**src/rtl/strobe_sram_pkg.sv**
```systemverilog
// Package: shared types for the strobe-addressed memory.
// Assumes: nothing beyond IEEE 1800-2017.
package strobe_sram_pkg;

    // Strobe phase as sampled on the previous clock.
    typedef enum logic {
        PH_HIGH = 1'b0,
        PH_LOW  = 1'b1
    } phase_e;

endpackage

```
**src/rtl/strobe_capture.sv**
```systemverilog
// Module: strobe_capture
// Tracks the strobe phase and detects its transitions. Captures the address
// and the secondary select on the falling transition.
// Assumes: strobe_n is synchronous to clk.
module strobe_capture
    import strobe_sram_pkg::*;
#(
    parameter int ADDR_W = 8
) (
    input  logic              clk,
    input  logic              rst_n,
    input  logic              strobe_n,
    input  logic              sel_lat_n,
    input  logic [ADDR_W-1:0] addr,
    output phase_e            phase,
    output logic              fall,
    output logic [ADDR_W-1:0] cap_addr,
    output logic              cap_sel_n
);

    // Transition detect against the previously sampled phase.
    assign fall = (phase == PH_HIGH) && !strobe_n;

    // Phase register plus capture of the address and secondary select.
    always_ff @(posedge clk) begin
        if (!rst_n) begin
            phase     <= PH_HIGH;
            cap_addr  <= '0;
            cap_sel_n <= 1'b1;
        end else begin
            phase <= strobe_n ? PH_HIGH : PH_LOW;
            if (fall) begin
                cap_addr  <= addr;
                cap_sel_n <= sel_lat_n;
            end
        end
    end

    AST_CAPTURE_ADDR: assert property (@(posedge clk) disable iff (!rst_n)
        fall |=> cap_addr == $past(addr));
    AST_CAPTURE_SEL: assert property (@(posedge clk) disable iff (!rst_n)
        fall |=> cap_sel_n == $past(sel_lat_n));
    AST_ADDR_FROZEN: assert property (@(posedge clk) disable iff (!rst_n)
        (phase == PH_LOW) |=> $stable(cap_addr) && $stable(cap_sel_n));

endmodule

```
**src/rtl/strobe_mem_array.sv**
```systemverilog
// Module: strobe_mem_array
// Word-wide storage with one synchronous write port and one combinational
// read port.
// Assumes: contents are undefined until written; there is no reset.
module strobe_mem_array #(
    parameter int ADDR_W = 8,
    parameter int DATA_W = 4
) (
    input  logic              clk,
    input  logic              we,
    input  logic [ADDR_W-1:0] waddr,
    input  logic [DATA_W-1:0] wdata,
    input  logic [ADDR_W-1:0] raddr,
    output logic [DATA_W-1:0] rdata
);

    localparam int DEPTH = 1 << ADDR_W;

    logic [DATA_W-1:0] cells [DEPTH];

    // Store one word per enabled clock.
    always_ff @(posedge clk) begin
        if (we) begin
            cells[waddr] <= wdata;
        end
    end

    // Asynchronous read of the addressed word.
    assign rdata = cells[raddr];

endmodule

```
**src/rtl/strobe_out_stage.sv**
```systemverilog
// Module: strobe_out_stage
// Holds the output data register and the access-complete flag, and derives
// the output enable from the phase and the selects.
// Assumes: rd_go is only ever asserted in the low phase.
module strobe_out_stage
    import strobe_sram_pkg::*;
#(
    parameter int DATA_W = 4
) (
    input  logic              clk,
    input  logic              rst_n,
    input  phase_e            phase,
    input  logic              fall,
    input  logic              rd_go,
    input  logic              sel_live_n,
    input  logic              sel_lat_n,
    input  logic [DATA_W-1:0] mem_rdata,
    output logic [DATA_W-1:0] dout,
    output logic              dout_oe,
    output logic              dout_valid
);

    logic ready;

    // Load data during a read; frozen while the strobe is high.
    always_ff @(posedge clk) begin
        if (!rst_n) begin
            dout  <= '0;
            ready <= 1'b0;
        end else if (fall) begin
            ready <= 1'b0;
        end else if (rd_go) begin
            dout  <= mem_rdata;
            ready <= 1'b1;
        end
    end

    // Enable: captured gating while low, live gating while high.
    always_comb begin
        if (phase == PH_LOW) begin
            dout_oe = rd_go;
        end else begin
            dout_oe = !sel_live_n && !sel_lat_n;
        end
    end

    assign dout_valid = dout_oe && ready;

    AST_HOLD_HIGH: assert property (@(posedge clk) disable iff (!rst_n)
        (phase == PH_HIGH) |=> $stable(dout));
    AST_FIRST_NOT_VALID: assert property (@(posedge clk) disable iff (!rst_n)
        (phase == PH_LOW && $past(phase) == PH_HIGH) |-> !dout_valid);
    AST_HIGH_LIVE_SEL: assert property (@(posedge clk) disable iff (!rst_n)
        (phase == PH_HIGH && sel_lat_n) |-> !dout_oe);

endmodule

```
**src/rtl/strobe_sram.sv**
```systemverilog
// Module: strobe_sram (top)
// Static memory with a strobe-addressed interface: falling-edge capture,
// one-clock access, output hold while the strobe is high.
// Assumes: all inputs synchronous to clk; reset is synchronous, active low.
module strobe_sram
    import strobe_sram_pkg::*;
#(
    parameter int ADDR_W = 8,
    parameter int DATA_W = 4
) (
    input  logic              clk,
    input  logic              rst_n,
    input  logic              strobe_n,
    input  logic              sel_live_n,
    input  logic              sel_lat_n,
    input  logic              wr_n,
    input  logic [ADDR_W-1:0] addr,
    input  logic [DATA_W-1:0] din,
    output logic [DATA_W-1:0] dout,
    output logic              dout_oe,
    output logic              dout_valid
);

    phase_e            phase;
    logic              fall;
    logic [ADDR_W-1:0] cap_addr;
    logic              cap_sel_n;
    logic              low_sel;
    logic              rd_go;
    logic              wr_go;
    logic [DATA_W-1:0] mem_rdata;

    strobe_capture #(.ADDR_W(ADDR_W)) u_capture (
        .clk       (clk),
        .rst_n     (rst_n),
        .strobe_n  (strobe_n),
        .sel_lat_n (sel_lat_n),
        .addr      (addr),
        .phase     (phase),
        .fall      (fall),
        .cap_addr  (cap_addr),
        .cap_sel_n (cap_sel_n)
    );

    // Access qualification from the captured select and the live select.
    assign low_sel = (phase == PH_LOW) && !sel_live_n && !cap_sel_n;
    assign rd_go   = low_sel && wr_n;
    assign wr_go   = low_sel && !wr_n;

    strobe_mem_array #(.ADDR_W(ADDR_W), .DATA_W(DATA_W)) u_mem (
        .clk   (clk),
        .we    (wr_go),
        .waddr (cap_addr),
        .wdata (din),
        .raddr (cap_addr),
        .rdata (mem_rdata)
    );

    strobe_out_stage #(.DATA_W(DATA_W)) u_out (
        .clk        (clk),
        .rst_n      (rst_n),
        .phase      (phase),
        .fall       (fall),
        .rd_go      (rd_go),
        .sel_live_n (sel_live_n),
        .sel_lat_n  (sel_lat_n),
        .mem_rdata  (mem_rdata),
        .dout       (dout),
        .dout_oe    (dout_oe),
        .dout_valid (dout_valid)
    );

    AST_WRITE_QUIET: assert property (@(posedge clk) disable iff (!rst_n)
        wr_go |-> !dout_oe);
    AST_PRIMARY_HIZ: assert property (@(posedge clk) disable iff (!rst_n)
        sel_live_n |-> !dout_oe);
    AST_DESELECTED_QUIET: assert property (@(posedge clk) disable iff (!rst_n)
        (phase == PH_LOW && cap_sel_n) |-> !dout_oe);

endmodule

```
**config.mk**
```make
export PLATFORM = sky130hd
export DESIGN_NAME = strobe_sram
export DESIGN_NICKNAME = d
export VERILOG_FILES = /design/src/rtl/strobe_sram_pkg.sv /design/src/rtl/strobe_capture.sv /design/src/rtl/strobe_mem_array.sv /design/src/rtl/strobe_out_stage.sv /design/src/rtl/strobe_sram.sv
export SDC_FILE = /design/constraint.sdc
export NUM_CORES = 1
export LEC_CHECK = 0
export BUFFER_PORTS_ARGS = -buffer_cell sky130_fd_sc_hd__buf_2
export CORE_MARGIN = 10
export CORE_UTILIZATION = 50
export CTS_CLUSTER_DIAMETER = 100
export CTS_CLUSTER_SIZE = 20
export DETAILED_ROUTE_END_ITERATION = 8
export HOLD_SLACK_MARGIN = 0.06
export PLACE_DENSITY_LB_ADDON = 0.1
export REMOVE_ABC_BUFFERS = 1
export SLEW_MARGIN = 20
export SYNTH_ARGS = -nofsm -noshare
export SYNTH_HDL_FRONTEND = slang
export SYNTH_SLANG_ARGS = --single-unit
```
**constraint.sdc**
```tcl
create_clock -name clk -period 7.86 [get_ports clk]
set_input_delay 0.786 -clock clk [delete_from_list [all_inputs] [get_ports clk]]
set_output_delay 0.786 -clock clk [all_outputs]
set_load 0.01 [all_outputs]
```
# After elaboration in Yosys (flattened, before gate mapping)
# Memory sizes are Yosys's and may differ from the RTL's. A register that Yosys moved wholly into a read port is not among the register bits.
# Cells that the tools add are included.
[classes]
bitwise = 3
muxes = 4
n_reduce_logical = 15
[ops]
columns = ["operator", "n"]
rows = [
  ["logical AND 1 bit", 7],
  ["zero test 1 bit", 6],
  ["two-way mux 1 bit", 4],
  ["inverter 1 bit", 3],
  ["AND reduction 2 bit", 1],
  ["OR reduction 2 bit", 1],
]
[totals]
ram_bits = 1024
regBits = 11
input_bits = 18
output_inout_bits = 6
wordCells = 27
memories = 1
[mem_list]
columns = ["name", "words", "width", "read_ports", "rd_ports_with_merged_regs", "wr", "line", "source"]
rows = [
  ["u_mem.cells", 256, 4, 1, 1, 1, "strobe_mem_array.sv:19", "logic [DATA_W-1:0] cells [DEPTH];"],
]

# Longest topological paths before layout
# Gate-level depths: netlist of run 1.
[logic_depth]
depth_word = 6
ltp_mapped = 12
mapped_depth_nobuf = 7

# Hierarchy
# From an unflattened synthesis of run 1, not the netlist that was laid out.
[unflattened]
cells_unflattened = 2120
hier_area_um2 = 41275.8
[by_module_without_submodules]
columns = ["module", "cells_each", "area_per_inst_um2", "instances"]
rows = [
  ["strobe_mem_array", 2047, 40595.2, 1],
  ["strobe_capture", 45, 434.2, 1],
  ["strobe_out_stage", 26, 219.0, 1],
  ["strobe_sram", 2, 27.5, 1],
]

# Worst setup path after synthesis of run 1
# Ideal clock, no wire load.
[synth_timing]
path_type = "input-to-reg"
start = "in sel_live_n"
end = "mem u_mem.cells[100][0], enable pin"
path_buffers = 1
t_required_ns = 7.530
t_arrival_ns = 2.229
stages = 5
setup_slack_ns = 5.301
path_cell_list = "nor4b_1 > nor3b_1 > nand2_1 > clkbuf_1 > nor2_1"
[synth_via]
elab_chain_len = 6
[synth_rtl]
columns = ["item", "line", "source"]
rows = [
  ["start: declaration", "strobe_sram.sv:14", "input logic sel_live_n,"],
  ["zero test 1 bit", "strobe_sram.sv:46", "assign low_sel = (phase == PH_LOW) && !sel_live_n && !cap_sel_n;"],
  ["logical AND 1 bit (2 in a row)", "strobe_sram.sv:46", ""],
  ["logical AND 1 bit", "strobe_sram.sv:48", "assign wr_go = low_sel && !wr_n;"],
  ["two-way mux 1 bit", "strobe_mem_array.sv:23", "if (we) begin"],
  ["two-way mux 1 bit (implied by the code)", "strobe_mem_array.sv:24", "cells[waddr] <= wdata;"],
  ["end: declaration", "strobe_mem_array.sv:19", ""],
]
# No other way between the ends.

==> key figures, run 1 <==
Global route
  – Global router's overall resource usage: 0.2161
  – First-pass GRT wire length: between 100000 and 150000 µm
  – Initial antenna violation count: 1
  – Residual overflow from global routing: 0
  – Via count of the first global-routing pass: approximately 20000
  – Maximum number of pins on one net before global-route repair: ~150

Power and ir drop
  – Peak ir drop on the vdd network: approximately 220 µV
  – Power per Cell Area: about 220 nW/µm²
  – Static power due to leakage: about 13 nW

Floorplan
  – Initial cell density of the core: 0.5023
  – Horiz. Die Dim: between 300 and 400 µm
  – Die Ht: ~310 µm
  – Die outline area: around 94000 µm²
  – Area of the placeable core: approximately 80000 µm²
  – Io pins: 24
  – Number of standard-cell rows in the floorplan: between 100 and 150

Critical path
  – Cell depth of the worst setup path: 8
  – Critical path launch point: u_capture.cap_addr[0]
  – Critical Path Source Type: flop
  – Worst path cell trace: buf_4 > mux4_2 > a22o_1 > a221oi_1 > o22ai_1 > or3_1 > nand3_1 > o21ai_1
  – CP arrival: about 4500 ps
  – Critical Path Fanout Max: 47
  – Kind of cell with the highest combined delay on the critical path: compound AO/OA/AOI/OAI gates
  – Type of destination of the critical path: flop
  – Peak per-stage delay on the critical path: around 800 ps
  – Number of buffers and inverters on the critical path: 1
  – Critical path type: flop to flop
  – Slowest library cell on the worst path: sky130_fd_sc_hd__buf_4
  – Number of cell instances on the worst register-to-register path: 8
  – Start of the worst register-to-register path: u_capture.cap_addr[0]
  – Required @ worst endpoint: ~8400 ps

Routing
  – Number of detailed-route iterations in the first pass: 6
  – DR DRC count: 0
  – Antenna violation net count after detailed routing: 0
  – Via density per instance: 6.380
  – Drt initial violations: 2216
  – Overall via count from detail_route: between 20000 and 25000
  – Overall routed net length: 101800 µm
  – Wire length per cell: roughly 32 µm

Clock tree
  – Clock net sink count: between 1000 and 1500
  – Register clock-pin slew on the reported worst setup and hold paths: approximately 90 ps
  – Maximum number of buffers from clock root to sink: 3
  – TritonCTS clock tree: yes
  – Count of buffers added by post-CTS timing repair for setup: 0
  – Resize count post-CTS: 0
  – Number of buffers created by CTS: 57
  – Clock latency on the worst-skew pair: about 660 ps
  – Clock Tree Root: sky130_fd_sc_hd__clkbuf_16
  – Post-CTS Hold Buffers: 0
  – Number of H-tree levels: 2

Timing
  – Final worst slack: 3893 ps
  – Pin slew with the least headroom to its limit: roughly 1100 ps
  – Worst slew slack as a fraction of its limit: 0.2533
  – Final min period: slightly below 4000 ps
  – Max-slew violations: 0
  – Final Setup Violations: 0
  – Worst setup skew after layout: about 35 ps
  – RSZ-0062 raised after global routing: false
  – Final cycle utilization of the critical path: 0.5047
  – Worst hold slack across all endpoints: approximately 320 ps
  – Maximum frequency from static timing analysis: roughly 0.25 GHz
  – Count of final hold-check violations: 0

Layout
  – Finished Core Util: 0.5362
  – Non-filler instance count after layout: about 3200
  – Nets@finish: ~2100
  – Fraction of final layout cells with drive strength greater than 1: 0.1923
  – Total non-filler cell area in the finished layout: 43820 µm²
  – Area growth from synthesis to final layout: 6.759%
  – Filler cell count: ~6300
  – Inserted Diodes: 0

Logic synthesis
  – Prevailing post-synth register cell: sky130_fd_sc_hd__edfxtp_1
  – Synth Warn #: 0
  – Post-Synthesis Mean Instance Area: 19.84 µm²
  – EDFF count, synth: approximately 1000
  – Synthesized area: approximately 41000 µm²
  – Part of the Yosys area used for sequential elements: 0.7565
  – Number of flip-flops and latches in the synthesized netlist: about 1000
  – Library cells used by synthesis: 51
  – Syn Inst Count: just over 2000
  – Async S/R FF share, synth: 0

Min path
  – Number of instances on the worst hold path: 2
  – Startpoint of the worst hold path: strobe_n
  – Type of the most critical hold path: input port to flop

Placed design
  – DPL Wire Length: between 60000 and 70000 µm
  – Worst slack at placement: ~3700 ps
  – Number of cells after detailed placement: between 3000 and 4000
  – Placed instance area: around 42000 µm²
  – Routability congestion estimate: 0.8415
  – Number of port buffers: 23

Outcome
  – Outcome: finished clean

Run
  – Max Cap Viol: 0
[metal layers]
metal  track usage  wire (µm)  vias to the layer above
met5             0         13                        -
met4       0.05599       2631                        2
met3       0.03312       6120                      140
met2        0.3505      49650                      733
met1        0.3061      43430                    10930
li1              -          -                     8358
[cells in the final DEF (no fill, tap or decap), types with 4 or more instances in the layout]
cell,count
sky130_fd_sc_hd__nor3_1,5
sky130_fd_sc_hd__o211ai_1,5
sky130_fd_sc_hd__nand4_1,7
sky130_fd_sc_hd__a221oi_1,10
sky130_fd_sc_hd__mux2i_1,68
sky130_fd_sc_hd__o22ai_1,5
sky130_fd_sc_hd__buf_2,19
sky130_fd_sc_hd__o21ai_0,6
sky130_fd_sc_hd__a22oi_1,30
sky130_fd_sc_hd__nand2b_1,10
sky130_fd_sc_hd__nor2_1,273
sky130_fd_sc_hd__buf_6,4
sky130_fd_sc_hd__a2111oi_0,4
sky130_fd_sc_hd__nand3_1,17
sky130_fd_sc_hd__buf_4,43
sky130_fd_sc_hd__a22o_1,11
sky130_fd_sc_hd__edfxtp_1,1024
sky130_fd_sc_hd__nand2_2,4
sky130_fd_sc_hd__a21oi_1,18
sky130_fd_sc_hd__dfxtp_4,4
sky130_fd_sc_hd__a31oi_1,4
sky130_fd_sc_hd__mux4_2,254
sky130_fd_sc_hd__o2111ai_1,8
sky130_fd_sc_hd__nor2b_1,17
sky130_fd_sc_hd__clkbuf_16,59
sky130_fd_sc_hd__inv_1,4
sky130_fd_sc_hd__a21boi_0,8
sky130_fd_sc_hd__clkbuf_1,24
sky130_fd_sc_hd__dfxtp_1,11
sky130_fd_sc_hd__nand2_1,70
sky130_fd_sc_hd__o21ai_1,6
sky130_fd_sc_hd__mux2_2,5
sky130_fd_sc_hd__a211oi_1,16
[Yosys cell counts (all sizes together), types with 12 or more instances]
cell type     n  share of area
edfxtp     1024           0.75
nor2b        19         0.0029
mux2i        68          0.017
clkbuf       51         0.0047
mux4        254           0.14
buf          80          0.012
nand3        17         0.0021
a22oi        30         0.0055
nand2        74         0.0068
a211oi       16         0.0029
nor2        273          0.025
a21oi        18         0.0022
dfxtp        15         0.0073
o21ai        12         0.0015
[through the flow]
step           power, mW  setup TNS (ps)
2_1_floorplan      6.601        -1719620
3_3_place_gp       6.738               0
3_5_place_dp       6.744               0
4_1_cts            9.743               0
5_1_grt            9.964               0
6_report           9.681               0
[path summary, 6_finish.rpt]
kind | endpoint | slack [ps]
worst min register to register | u_out.ready | 510
worst max register to register | u_out.dout[3] | 3890
worst max-delay path | u_out.dout[3] | 3890
worst min-delay path | u_capture.phase | 320
[kinds of logic after synthesis]
group	count (synthesis)	share of synthesized area
compound gates	143	0.02549
buf+inv	137	0.01747
flops	1039	0.7565
mux	327	0.1573
simple gates	423	0.04317
[state kept, by name, summed over array words and instances (netlist names)]
name / flops
u_capture.cap_addr: 8
u_capture.cap_sel_n: 1
u_capture.phase: 1
u_mem.cells: 1024
u_out.dout: 4
u_out.ready: 1
[worst reg2reg max path, stage by stage (launching register included)]
cell and delay [ps]:
sky130_fd_sc_hd__dfxtp_4 720, sky130_fd_sc_hd__buf_4 800, sky130_fd_sc_hd__mux4_2 690, sky130_fd_sc_hd__a22o_1 260, sky130_fd_sc_hd__a221oi_1 560, sky130_fd_sc_hd__o22ai_1 230, sky130_fd_sc_hd__or3_1 350, sky130_fd_sc_hd__nand3_1 160
sky130_fd_sc_hd__o21ai_1 80
[area by class of cell]
| type | instances | area (µm²) | area share |
|---|---|---|---|
| clock inverter | 1 | 8.758 | 0.0001999 |
| inverter | 6 | 22.52 | 0.0005140 |
| tap | 1070 | 1339 | 0.03055 |
| multi-input combinational | 893 | 9311 | 0.2125 |
| clock buffer | 83 | 1567 | 0.03575 |
| sequential | 1039 | 31060 | 0.7090 |
| timing repair buffer | 68 | 503.0 | 0.01148 |
[where the power goes]
group / total [mW] / internal (mW) / switching [mW] / leakage [nW]
logic: 0.510 / 0.188 / 0.322 / 2.57
clock network: 3.07 / 1.37 / 1.70 / 0.760
registers: 6.10 / 6.08 / 0.0252 / 9.32
Power figures use the tool's default switching activity.
==> run 2, diff against run 1 <==
- ABC_AREA: default -> 1
- clock period: 7.86 -> 4 ns (I/O delays scaled with it)
==> run 2 against run 1 <==
Compared with the run above: fmax is 31% higher; utilization is 0.16 points higher; sequential share of layout area is 3.1 points lower; global-route usage is 1.9 points higher; synthesized area is 4.6% higher; largest power group unchanged.
==> key figures, run 2 <==
Outcome
  – Outcome: finished clean

Clock tree
  – Count of buffers added by post-CTS timing repair for setup: 0 (unchanged)
  – Register clock-pin slew on the reported worst setup and hold paths: 90 ps (about the same)
  – Clock latency on the worst-skew pair: 650 ps (about the same)
  – Resize count post-CTS: 0 (unchanged)
  – TritonCTS clock tree: yes
  – Clock net sink count: 1039 (unchanged)
  – Number of buffers created by CTS: 57 (unchanged)
  – Number of H-tree levels: 2 (unchanged)
  – Clock Tree Root: sky130_fd_sc_hd__clkbuf_16
  – Maximum number of buffers from clock root to sink: 3 (unchanged)

Power and ir drop
  – Int Pwr: 14.91 mW (+95%)
  – Sw Pwr: 4.628 mW (+130%)
  – Overall Power: 19.54 mW (+100%)
  – Power per Cell Area: 426.8 nW/µm² (+93%)
  – Peak ir drop on the vdd network: 399.4 µV (+84%)
  – Share of power burned in registers: 0.612 (-0.018)
  – Logic gate share of total power: 0.088 (+0.035)
  – Static power due to leakage: 16.53 nW (+31%)
  – Clock share of power: 0.300 (-0.017)
  – Switching share of power: 0.2368 (+0.02588)

Timing
  – Pin slew with the least headroom to its limit: 971.7 ps (-148.4 ps)
  – Worst setup skew after layout: 27.72 ps (-7.557 ps)
  – Final Setup Violations: 0 (unchanged)
  – Final TNS setup: 0 ps (unchanged)
  – RSZ-0062 raised after global routing: false
  – Count of final hold-check violations: 0 (unchanged)
  – Final cycle utilization of the critical path: 0.7586 (+0.2538)
  – Final min period: 3034 ps (-932.9 ps)
  – Max-slew violations: 0 (unchanged)
  – Worst slew slack as a fraction of its limit: 0.3522 (+0.09891)
  – Maximum frequency from static timing analysis: 0.3296 GHz (+31%)

Layout
  – Non-filler instance count after layout: 5031 (+59%)
  – Commonest non-fill, non-tap cells in the layout: sky130_fd_sc_hd__nand2_1 (1796), sky130_fd_sc_hd__edfxtp_1 (1024), sky130_fd_sc_hd__nor2_1 (423)
  – Most common cell after layout, fill and taps aside: sky130_fd_sc_hd__nand2_1
  – Reg with most FFs: u_mem.cells
  – Finished Core Util: 0.5378 (+0.001598)
  – Fraction of final layout cells with drive strength greater than 1: 0.04838 (-0.1440)
  – Area growth from synthesis to final layout: 6.631%
  – Nets@finish: 3894 (+87%)
  – Max FFs per register: 1024 (unchanged)
  – Largest registers: u_mem.cells x1024, u_capture.cap_addr x8, u_out.dout x4

Logic synthesis
  – Synth Warn #: 0 (unchanged)
  – Number of flip-flops and latches in the synthesized netlist: 1039 (unchanged)
  – Library cells used by synthesis: 24 (-53%)
  – Fraction of synthesized area in multiplexers: 0 (-0.1573)
  – Most used standard cell by instance count after synthesis: sky130_fd_sc_hd__nand2_1
  – Leading post-synthesis cells by instance count: sky130_fd_sc_hd__nand2_1 (1800), sky130_fd_sc_hd__edfxtp_1 (1024), sky130_fd_sc_hd__nor2_1 (426)
  – Async S/R FF share, synth: 0 (unchanged)
  – Fraction of the mapped netlist area in simple logic gates: 0.2339 (+0.1907)
  – Most area-consuming cells after synthesis: sky130_fd_sc_hd__edfxtp_1 (72%), sky130_fd_sc_hd__nand2_1 (16%), sky130_fd_sc_hd__nor2_1 (3.7%)
  – Arithmetic-cell share of the synthesized area counting full adders, half adders and majority gates: 0 (unchanged)
  – Post-Synthesis Mean Instance Area: 10.95 µm² (-45%)
  – EDFF count, synth: 1024 (unchanged)
  – Xor/xnor cell area share of the yosys netlist: 0 (unchanged)
  – Part of the Yosys area used for sequential elements: 0.7230 (-0.03350)
  – Syn Inst Count: 3922 (+90%)
  – Prevailing post-synth register cell: sky130_fd_sc_hd__edfxtp_1
  – Share of Yosys cell area claimed by the top area cell type: 0.7160 (-0.03318)
  – Combinational family with the most area after synthesis: simple AND/OR/NAND/NOR gates
  – Synthesized area: 42940 µm² (+4.6%)
  – Cell type with the largest total area after synthesis: sky130_fd_sc_hd__edfxtp_1
  – Compound-cell area share of the yosys netlist: 0.01241 (-0.01307)

Critical path
  – Critical Path Source Type: flop
  – CP arrival: 3580 ps (-940 ps)
  – Type of destination of the critical path: flop
  – Critical Path Fanout Max: 66 (+40%)
  – Critical path type: flop to flop
  – Worst path cell trace: inv_8 > buf_4 > nand2_1 > a21oi_1 > o21ai_0 > nand2_1 > nor2_1 > nor2_1 > nor2_1 > nand2_1 > nand2_1 > nand2_1 > nor2_1 > nor2_1
  – Slowest library cell on the worst path: sky130_fd_sc_hd__dfxtp_4
  – Required @ worst endpoint: 4550 ps (-3860 ps)
  – Peak per-stage delay on the critical path: 640 ps (-160 ps)

Routing
  – Overall via count from detail_route: 27980 (+39%)
  – Overall routed net length: 117600 µm (+15%)
  – Via density per instance: 5.561 (-13%)
  – Number of detailed-route iterations in the first pass: 5 (-1)
  – Antenna violation net count after detailed routing: 0 (unchanged)
  – DR DRC count: 0 (unchanged)
  – Drt initial violations: 3046 (+37%)
  – Wire length per cell: 23.37 µm (-28%)

Global route
  – Via count of the first global-routing pass: 27250 (+34%)
  – Residual overflow from global routing: 0 (unchanged)
  – Global router's overall resource usage: 0.2352 (+0.01919)
  – Maximum number of pins on one net before global-route repair: 145 (-4.6%)
  – Initial antenna violation count: 2 (+1)
  – First-pass GRT wire length: 174700 µm (+18%)

Floorplan
  – Number of standard-cell rows in the floorplan: 107 (+1.9%)
  – Horiz. Die Dim: 313.1 µm (+2.1%)
  – Area of the placeable core: 85150 µm² (+4.2%)
  – Die outline area: 98010 µm² (+4.3%)
  – Die Ht: 313.1 µm (+2.1%)
  – Io pins: 24 (unchanged)
  – Initial cell density of the core: 0.5043 (+0.002099)

Placed design
  – Number of port buffers: 23 (unchanged)
  – DPL Wire Length: 68210 µm (+13%)
  – Number of cells after detailed placement: 4956 (+61%)
  – Routability congestion estimate: 0.8385 (-0.36%)

Min path
  – Type of the most critical hold path: input port to flop

Run
  – Max Cap Viol: 0 (unchanged)
run 2: cell types whose count changed after synthesis, moves of 29 or more:
cell / previous run / this run
sky130_fd_sc_hd__a21oi_1: 18 / 47
sky130_fd_sc_hd__a22oi_1: 30 / 0
sky130_fd_sc_hd__buf_2: 45 / 119
sky130_fd_sc_hd__mux2i_1: 68 / 0
sky130_fd_sc_hd__mux4_2: 254 / 0
sky130_fd_sc_hd__nand2_1: 74 / 1800
sky130_fd_sc_hd__nand3_1: 17 / 207
sky130_fd_sc_hd__nand4_1: 7 / 90
sky130_fd_sc_hd__nor2_1: 273 / 426
sky130_fd_sc_hd__o21ai_1: 6 / 40
run 2: logic make-up (layout without fill, tap and decap cells):
family                 after synthesis  count (layout)
flip-flops                        1039            1039
buffers and inverters              245             209
other                                0               1
AO/OA/AOI/OAI                      106             106
AND/OR/NAND/NOR                   2532            2532
run 2: worst max-delay path, delay by kind of cell (launching register included):
kind / cells / cell delay, ps
and+or+nand+nor: 10 / 1210
buffers and inverters: 2 / 680
DFF: 1 / 640
AOI/OAI and AO/OA: 2 / 370
run 2: repair_timing:
action,CTS,global route
setup endpoints to repair,0,0
hold endpoints to repair,5,0
hold buffers,5,0
run 2: final timing paths:
check	start	endpoint	slack (ps)	depth (start not counted)
setup / recovery	u_capture.cap_addr[0]	u_out.dout[1]	970	14
hold / removal	addr[0]	u_capture.cap_addr[0]	110	3
setup reg to reg	u_capture.cap_addr[0]	u_out.dout[1]	970	14
hold reg to reg	u_out.ready	u_out.ready	470	2
run 2: routing by layer:
layer	vias to the layer above	global-route usage	wire, µm
li1	13030	-	-
met3	158	0.02981	8091
met4	2	0.06398	3025
met5	-	0	18
met2	1000	0.3869	55900
met1	13790	0.3284	50510
run 2: per-stage QoR:
step / instance area (µm²) / hold slack, ps / setup WS [ps]
floorplan: 41720 / 439.1 / -8711
global placement: 44270 / 458.3 / 961.6
detailed placement: 44270 / 466.1 / 946.4
CTS: 45790 / 65.78 / 932.3
global route: 45790 / 100.6 / 689.3
finish: 45790 / 106.2 / 965.7
run 2: power groups by stage:
stage               combinational [mW]  sequential (mW)  clock [mW]
floorplan                        0.915             12.3           0
global placement                  1.71             12.2           0
detailed placement                1.71             12.2           0
CTS                               1.72             12.0        5.96
global route                      1.88             12.0        6.34
finish                            1.72             12.0        5.86
run 2: area by class of cell:
| type | count | area (µm²) |
|---|---|---|
| Multi-Input combinational cell | 2638 | 10610 |
| Inverter | 23 | 96.34 |
| Timing Repair Buffer | 117 | 1119 |
| Antenna cell | 1 | 2.502 |
| Clock buffer | 69 | 1471 |
| Fill cell | 7482 | 39360 |
| Tap cell | 1144 | 1431 |
| Sequential cell | 1039 | 31060 |
